--- src/rtl/bitvec_rot_pkg.sv ---
package bitvec_rot_pkg;
  localparam int WORD_BITS = 32;

  typedef enum logic [1:0] {
    ST_IDLE  = 2'd0,
    ST_FETCH = 2'd1,
    ST_SWEEP = 2'd2
  } rotState_t;

  typedef struct packed {
    logic capWrap;   // capture the wrap bit from the top word
    logic shiftWord; // sweep step: shift the word and pass its carry on
    logic lastWord;  // current sweep step targets the partial top word
  } rotStrobes_t;
endpackage

--- src/rtl/bitvec_rot_ctrl.sv ---
module bitvec_rot_ctrl
  import bitvec_rot_pkg::*;
#(
  parameter int WORDS = 4,
  parameter int ADDR_BITS = 2
) (
  input  logic                 clk,
  input  logic                 rstN,
  input  logic                 start,
  output logic [ADDR_BITS-1:0] memAddr,
  output logic                 memWe,
  output rotStrobes_t          strobes,
  output logic                 done
);
  localparam logic [ADDR_BITS-1:0] TOP_ADDR = ADDR_BITS'(WORDS - 1);

  rotState_t state;
  logic [ADDR_BITS-1:0] idx;

  always_ff @(posedge clk) begin
    if (!rstN) begin
      state <= ST_IDLE;
      idx   <= '0;
      done  <= 1'b0;
    end else begin
      done <= 1'b0;
      unique case (state)
        ST_IDLE: begin
          if (start) state <= ST_FETCH;
        end
        ST_FETCH: begin
          idx   <= '0;
          state <= ST_SWEEP;
        end
        ST_SWEEP: begin
          if (idx == TOP_ADDR) begin
            state <= ST_IDLE;
            done  <= 1'b1;
          end else begin
            idx <= idx + 1'b1;
          end
        end
        default: state <= ST_IDLE;
      endcase
    end
  end

  always_comb begin
    memAddr = '0;
    memWe   = 1'b0;
    strobes = '0;
    unique case (state)
      ST_FETCH: begin
        memAddr         = TOP_ADDR;
        strobes.capWrap = 1'b1;
      end
      ST_SWEEP: begin
        memAddr           = idx;
        memWe             = 1'b1;
        strobes.shiftWord = 1'b1;
        strobes.lastWord  = (idx == TOP_ADDR);
      end
      default: ;
    endcase
  end
endmodule

--- src/rtl/bitvec_rot_dpath.sv ---
module bitvec_rot_dpath
  import bitvec_rot_pkg::*;
#(
  parameter int VEC_BITS = 100,
  parameter int WORDS = 4
) (
  input  logic                 clk,
  input  logic                 rstN,
  input  rotStrobes_t          strobes,
  input  logic [WORD_BITS-1:0] memRdata,
  output logic [WORD_BITS-1:0] memWdata
);
  localparam int WRAP_POS   = (VEC_BITS - 1) % WORD_BITS;
  localparam int LAST_VALID = VEC_BITS - (WORDS - 1) * WORD_BITS;

  logic carry;
  logic [WORD_BITS-1:0] lastMask;
  logic [WORD_BITS-1:0] shifted;

  generate
    if (LAST_VALID == WORD_BITS) begin : g_full_top
      assign lastMask = '1;
    end else begin : g_part_top
      assign lastMask = {{(WORD_BITS - LAST_VALID){1'b0}}, {LAST_VALID{1'b1}}};
    end
  endgenerate

  always_ff @(posedge clk) begin
    if (!rstN) begin
      carry <= 1'b0;
    end else if (strobes.capWrap) begin
      carry <= memRdata[WRAP_POS];
    end else if (strobes.shiftWord) begin
      carry <= memRdata[WORD_BITS-1];
    end
  end

  assign shifted  = {memRdata[WORD_BITS-2:0], carry};
  assign memWdata = strobes.lastWord ? (shifted & lastMask) : shifted;
endmodule

--- src/rtl/bitvec_rotator.sv ---
module bitvec_rotator
  import bitvec_rot_pkg::*;
#(
  parameter int VEC_BITS = 4801,
  parameter int WORDS = (VEC_BITS + WORD_BITS - 1) / WORD_BITS,
  parameter int ADDR_BITS = (WORDS > 1) ? $clog2(WORDS) : 1
) (
  input  logic                 clk,
  input  logic                 rstN,
  input  logic                 start,
  output logic [ADDR_BITS-1:0] memAddr,
  input  logic [WORD_BITS-1:0] memRdata,
  output logic [WORD_BITS-1:0] memWdata,
  output logic                 memWe,
  output logic                 done
);
  rotStrobes_t strobes;

  bitvec_rot_ctrl #(.WORDS(WORDS), .ADDR_BITS(ADDR_BITS)) u_ctrl (
    .clk(clk), .rstN(rstN), .start(start),
    .memAddr(memAddr), .memWe(memWe), .strobes(strobes), .done(done)
  );

  bitvec_rot_dpath #(.VEC_BITS(VEC_BITS), .WORDS(WORDS)) u_dpath (
    .clk(clk), .rstN(rstN), .strobes(strobes),
    .memRdata(memRdata), .memWdata(memWdata)
  );
endmodule

--- config.mk ---
export PLATFORM = sky130hd
export DESIGN_NAME = bitvec_rotator
export DESIGN_NICKNAME = d
export VERILOG_FILES = /design/src/rtl/bitvec_rot_pkg.sv /design/src/rtl/bitvec_rot_ctrl.sv /design/src/rtl/bitvec_rot_dpath.sv /design/src/rtl/bitvec_rotator.sv
export SDC_FILE = /design/constraint.sdc
export NUM_CORES = 1
export LEC_CHECK = 0
export BUFFER_PORTS_ARGS = -buffer_cell sky130_fd_sc_hd__clkbuf_2
export CAP_MARGIN = 30
export CORE_MARGIN = 2
export CORE_UTILIZATION = 30
export CTS_BUF_LIST = sky130_fd_sc_hd__clkbuf_4 sky130_fd_sc_hd__clkbuf_8
export CTS_CLUSTER_SIZE = 16
export DETAILED_ROUTE_END_ITERATION = 10
export GPL_TIMING_DRIVEN = 0
export PLACE_DENSITY = 0.61
export SLEW_MARGIN = 30
export SYNTH_ARGS = -nofsm -noshare
export SYNTH_HDL_FRONTEND = slang
export SYNTH_SLANG_ARGS = --single-unit
--- constraint.sdc ---
create_clock -name clk -period 2 [get_ports clk]
set_clock_uncertainty 0.15 [all_clocks]
set_input_delay 0.3 -clock clk [delete_from_list [all_inputs] [get_ports clk]]
set_output_delay 0.3 -clock clk [all_outputs]
set_load 0.01 [all_outputs]
---- Word-level counts from Yosys, hierarchy flattened ----
Index checks and enable logic that the tools add are counted.
storage, ports and cells
  latch bits .............................. 0
  flip-flop bits (word level) ............. 12
  output and inout port bits .............. 42
  bits of input ports ..................... 35
  memories ................................ 0
  bits in writable memories ............... 0
  word-level logic and storage cells ...... 30
  bits in read-only memories .............. 0
operators by class
  magnitude comparators ................... 0
  mux-type cells .......................... 13
  bitwise logic cells ..................... 0
  equal/unequal tests ..................... 6
  $add $sub $neg .......................... 1
  multiply operators ...................... 0
  div/mod/pow operators ................... 0
  shift-type cells ........................ 0
  reductions and logical operators ........ 6
operators by type and width
  cell                                                              count
  32-bit 2-to-1 mux                                                 1
  8-bit case mux with 2 select lines                                2
  8-bit by 1-bit adder with 8-bit output (second input constant)    1
  8-bit == test (second input constant)                             1
  8-bit 2-to-1 mux                                                  1
  2-bit 2-to-1 mux                                                  3
  2-bit case mux with 3 select lines                                1
  2-bit AND reduction                                               3
  1-bit 2-to-1 mux                                                  5
  2-bit != test (second input constant)                             2
  2-bit nonzero test                                                2
  2-bit by 1-bit == test with 1-bit output (second input constant)  1
  2-bit == test (second input constant)                             1
  2-bit logical NOT                                                 1
  2-bit by 1-bit != test with 1-bit output (second input constant)  1

---- Logic depth before layout (Yosys ltp) ----
  depth after elaboration ................. 4
  mapped depth ............................ 6
  gate-level depth less buffers ........... 6

---- By module ----
A second synthesis with hierarchy kept.
second synthesis, totals
  cells, all modules ...................... 127
  area, all modules ....................... 1,002.2 um^2
modules (own cells, without submodules)
  module            sequential area each (um^2)  area an instance (um^2)  cells each  instances
  bitvec_rot_ctrl   220.2                        738.2                    88          1
  bitvec_rot_dpath  20.0                         264.0                    39          1

---- Worst setup path after synthesis ----
Ideal clock, no wire load.
  path type ............................... reg2out
  from .................................... register u_ctrl.state[0]
  to ...................................... output memWdata[10]
  setup slack ............................. 0.251 ns
  data required time ...................... 1.550 ns
  data arrival time ....................... 1.299 ns
  cell stages (with the launch flop) ...... 7
  path buffers ............................ 1
  cell sequence ........................... dfxtp_1 -> inv_1 -> ha_1 -> nand4b_1 -> nor2_2 -> buf_2 -> nor2b_1
between the ends
  longest elaborated chain between the ends .. 3
RTL lines
  item                      line                    text
  start: declaration        bitvec_rot_ctrl.sv:17   rotState_t state;
  start signal: assignment  bitvec_rot_ctrl.sv:22   state <= ST_IDLE;
  start signal: assignment  bitvec_rot_ctrl.sv:29   if (start) state <= ST_FETCH;
  start signal: assignment  bitvec_rot_ctrl.sv:33   state <= ST_SWEEP;
  2-bit == test             bitvec_rot_ctrl.sv:52   unique case (state)
  2-bit 2-to-1 mux          bitvec_rot_ctrl.sv:52
  32-bit 2-to-1 mux         bitvec_rot_dpath.sv:39  assign memWdata = strobes.lastWord ? (shifted & lastMask) : shifted;
  end: declaration          bitvec_rotator.sv:13    output logic [WORD_BITS-1:0] memWdata,
Every way passes these cells.

---- Worst setup path in the final report ----
  from .................................... register u_ctrl.idx[0]
  to ...................................... output memWdata[21]
between the ends
  longest elaborated chain between the ends .. 3
RTL lines
  item                      line                    text
  start: declaration        bitvec_rot_ctrl.sv:18   logic [ADDR_BITS-1:0] idx;
  start signal: assignment  bitvec_rot_ctrl.sv:40   idx <= idx + 1'b1;
  8-bit == test             bitvec_rot_ctrl.sv:61   strobes.lastWord = (idx == TOP_ADDR);
  2-bit 2-to-1 mux          bitvec_rot_ctrl.sv:52
  32-bit 2-to-1 mux         bitvec_rot_dpath.sv:39
Every way passes these cells.

==> metrics.txt <==
PwrDens=414.9 mW/mm^2; leading post-synthesis cells by cell area=dfxtp_1 24%, nor2b_1 23%, ha_1 6.2%, mux2i_1 4.0%, nand2_1 3.7%; non-filler instance count after layout=272; WL/cell=12.46 um; Layout area overhead=73.36%; initial antenna violation count=0; layout cells sized above 1=54.42%; Die Height=62.02 um; Worst Setup Start Kind=flop; CP arrival=1590 ps; # nets final=268; Ys Warns=0; peak supply drop=0.3249 mV; hold crit path type=input port to flop; final setup fails=30; DR iter-0 viols=29; clock root cell=clkbuf_4; via count=1295; cts hold-fix bufs=0; CTS sink cnt=12; CTS tree=done; DIE AREA=0.003846 sq mm; DRC Markers=0; DP HPWL=2419 um; Fillers=319; failing checks=negative setup slack; Final Instance Area=0.001750 sq mm; cell mode on critical path=buf_6; Period Utilization, post-route=102.2%; die width=62.02 um; gpl congestion=0.7814; Min Hold Slack=168.4 ps; Yosys reg bits=12; Vias/cell=4.761; Max-Cap Viols=0; total CTS buffers=3; Fmax=489.2 MHz; Longest Clk Path Bufs=2; relative slew slack=69.51%; Final Util=53.30%; final slew viol count=0; Most used DFF post-synth=dfxtp_1; GRT overflow=0; number of synthesized flops with an enable pin=0; RSZ-0062 raised after global routing=true; crit-path max cell delay=350 ps; asr flop ratio synth=0%; most frequent cells after synthesis=37 x nor2b_1, 12 x dfxtp_1, 10 x nand2_1, 7 x a21oi_1; Post-Synthesis Cells=130; vias in the first global route=1066; Post-Syn Area=0.001010 sq mm; Leakage=0.0008719 uW; Period minus WS final=2044 ps; synth unique cells=32; IO buf count=76; drt pass-1 iters=4; worst skew pair latency=280 ps; Setup CP Type=flop to output port; post-route ant nets=0; largest net degree at the start of global routing=18; top cell type's share of synthesized area=23.79%; Yosys top cell by area=dfxtp_1; Placed Area=0.001448 sq mm; Worst EP required=1550 ps; routed wire length=3389 um; first-pass GRT wire length=4823 um; dpl cells=252; IO Count=77; worst slew pin tran=457.3 ps; Antenna diodes=0; Reg area=250.2 sq um; Rows=21; crit-path cells=inv_4 > ha_4 > nand4b_1 > nor2_4 > buf_6 > buf_6 > nor2b_1 > clkbuf_2; final hold vios=0; mean post-synth cell area=7.767 sq um; worst setup margin=-44.26 ps; Global Route Usage Sum=16.87%; Initial Utilization=30.74%; Mapped Nets=170; outcome=complete, but fails checks; most instantiated library cell after synthesis=nor2b_1; CTS clk-pin slew, worst paths=70 ps; CP max-delay cell=dfxtp_4; CTS H-tree lvls=1; Critical Path Fanout Max=5; Setup crit end kind=output port; Core Box Area=0.003284 sq mm; setup TNS=-839.2 ps; sequential fraction of the synthesis area=23.79%; Multi-input gate area=784.5 sq um
-- stage by stage --
stage	total power (uW)	worst slack, ps
after floorplan	408.0	251.1
after global placement	508.8	-35.69
after detailed placement	510.0	-20.59
after CTS	689.3	-31.52
after global routing	779.4	-117.2
final	726.2	-44.26
-- sequential cells by signal (all words and copies together) (netlist names) --
name / flops
u_ctrl.idx: 8
u_ctrl.state: 2
u_ctrl.done: 1
u_dpath.carry: 1
-- final cells by class --
cell class / count / share of cell area, %
clock buffers: 3 / 1.287
multi-input cells: 105 / 44.82
inverters: 5 / 1.215
plain buffers: 7 / 3.288
repair buffers: 94 / 31.81
well taps: 46 / 3.288
flip-flops and latches: 12 / 14.30
-- power breakdown --
group          switching [uW]  internal, uW  leakage (uW)  total [uW]
clock                    83.3          69.9     0.0000138         153
combinational             148           171      0.000759         319
sequential               6.88           247     0.0000995         254
total                     238           488      0.000872         726
-- layout by cell type (no fill, tap or decap), types with 2 or more instances in the layout --
master and count:
a21boi_0 3, a21o_1 2, a21oi_1 7, and2_1 5, buf_2 11, buf_4 13
buf_6 12, clkbuf_2 63, clkbuf_4 4, dfxtp_1 8, dfxtp_2 2, dfxtp_4 2
ha_1 2, ha_4 3, inv_1 3, mux2i_1 4, nand2_1 10, nand3_1 3
nand4_1 4, nor2_1 4, nor2b_1 30, nor2b_2 4, nor2b_4 3, o211a_1 2
o21a_1 3, o21ai_0 3
-- worst paths after layout --
kind	depth (start not counted)	end	start	slack, ps
hold reg to reg	2	u_ctrl.state[1]$_SDFFE_PN0P_	u_ctrl.state[1]$_SDFFE_PN0P_	340
setup / recovery	8	memWdata[21]	u_ctrl.idx[0]$_SDFFE_PN0P_	-40
hold / removal	3	u_ctrl.state[1]$_SDFFE_PN0P_	rstN	170
setup reg to reg	7	u_ctrl.idx[5]$_SDFFE_PN0P_	u_ctrl.state[0]$_SDFFE_PN0P_	330
-- metal layers --
metal  routed length, um  vias to the layer above  track usage [%]
met1                1233                      597            18.89
met2                1688                       60            31.10
met5                   0                        -                0
met3                 428                        7            5.176
li1                    -                      631                -
met4                  38                        0            3.647
-- worst max-delay path: cells and delay by family, from the launching register on --
family,cells,cell delay [ps]
adders and majority gates,1,120
buffers and inverters,4,450
DFF,1,350
and+or+nand+nor,3,410
-- kinds of logic after synthesis --
kind of cell             after synthesis  share of synthesized area [%]
adder cells (fa/ha/maj)                5                          6.196
multiplexers                           4                          3.965
flip-flops                            12                          23.79
AO/OA/AOI/OAI                         25                          16.85
AND/OR/NAND/NOR                       71                          43.25
buffers and inverters                 13                          5.947
-- timing repair --
action,4_1_cts,5_1_grt
hold endpoints to repair,0,0
setup buffers,10,5
resized for setup,30,28
gates cloned,3,0
setup endpoints to repair,38,34
pin swaps,4,2
Power figures use the tool's default switching activity.
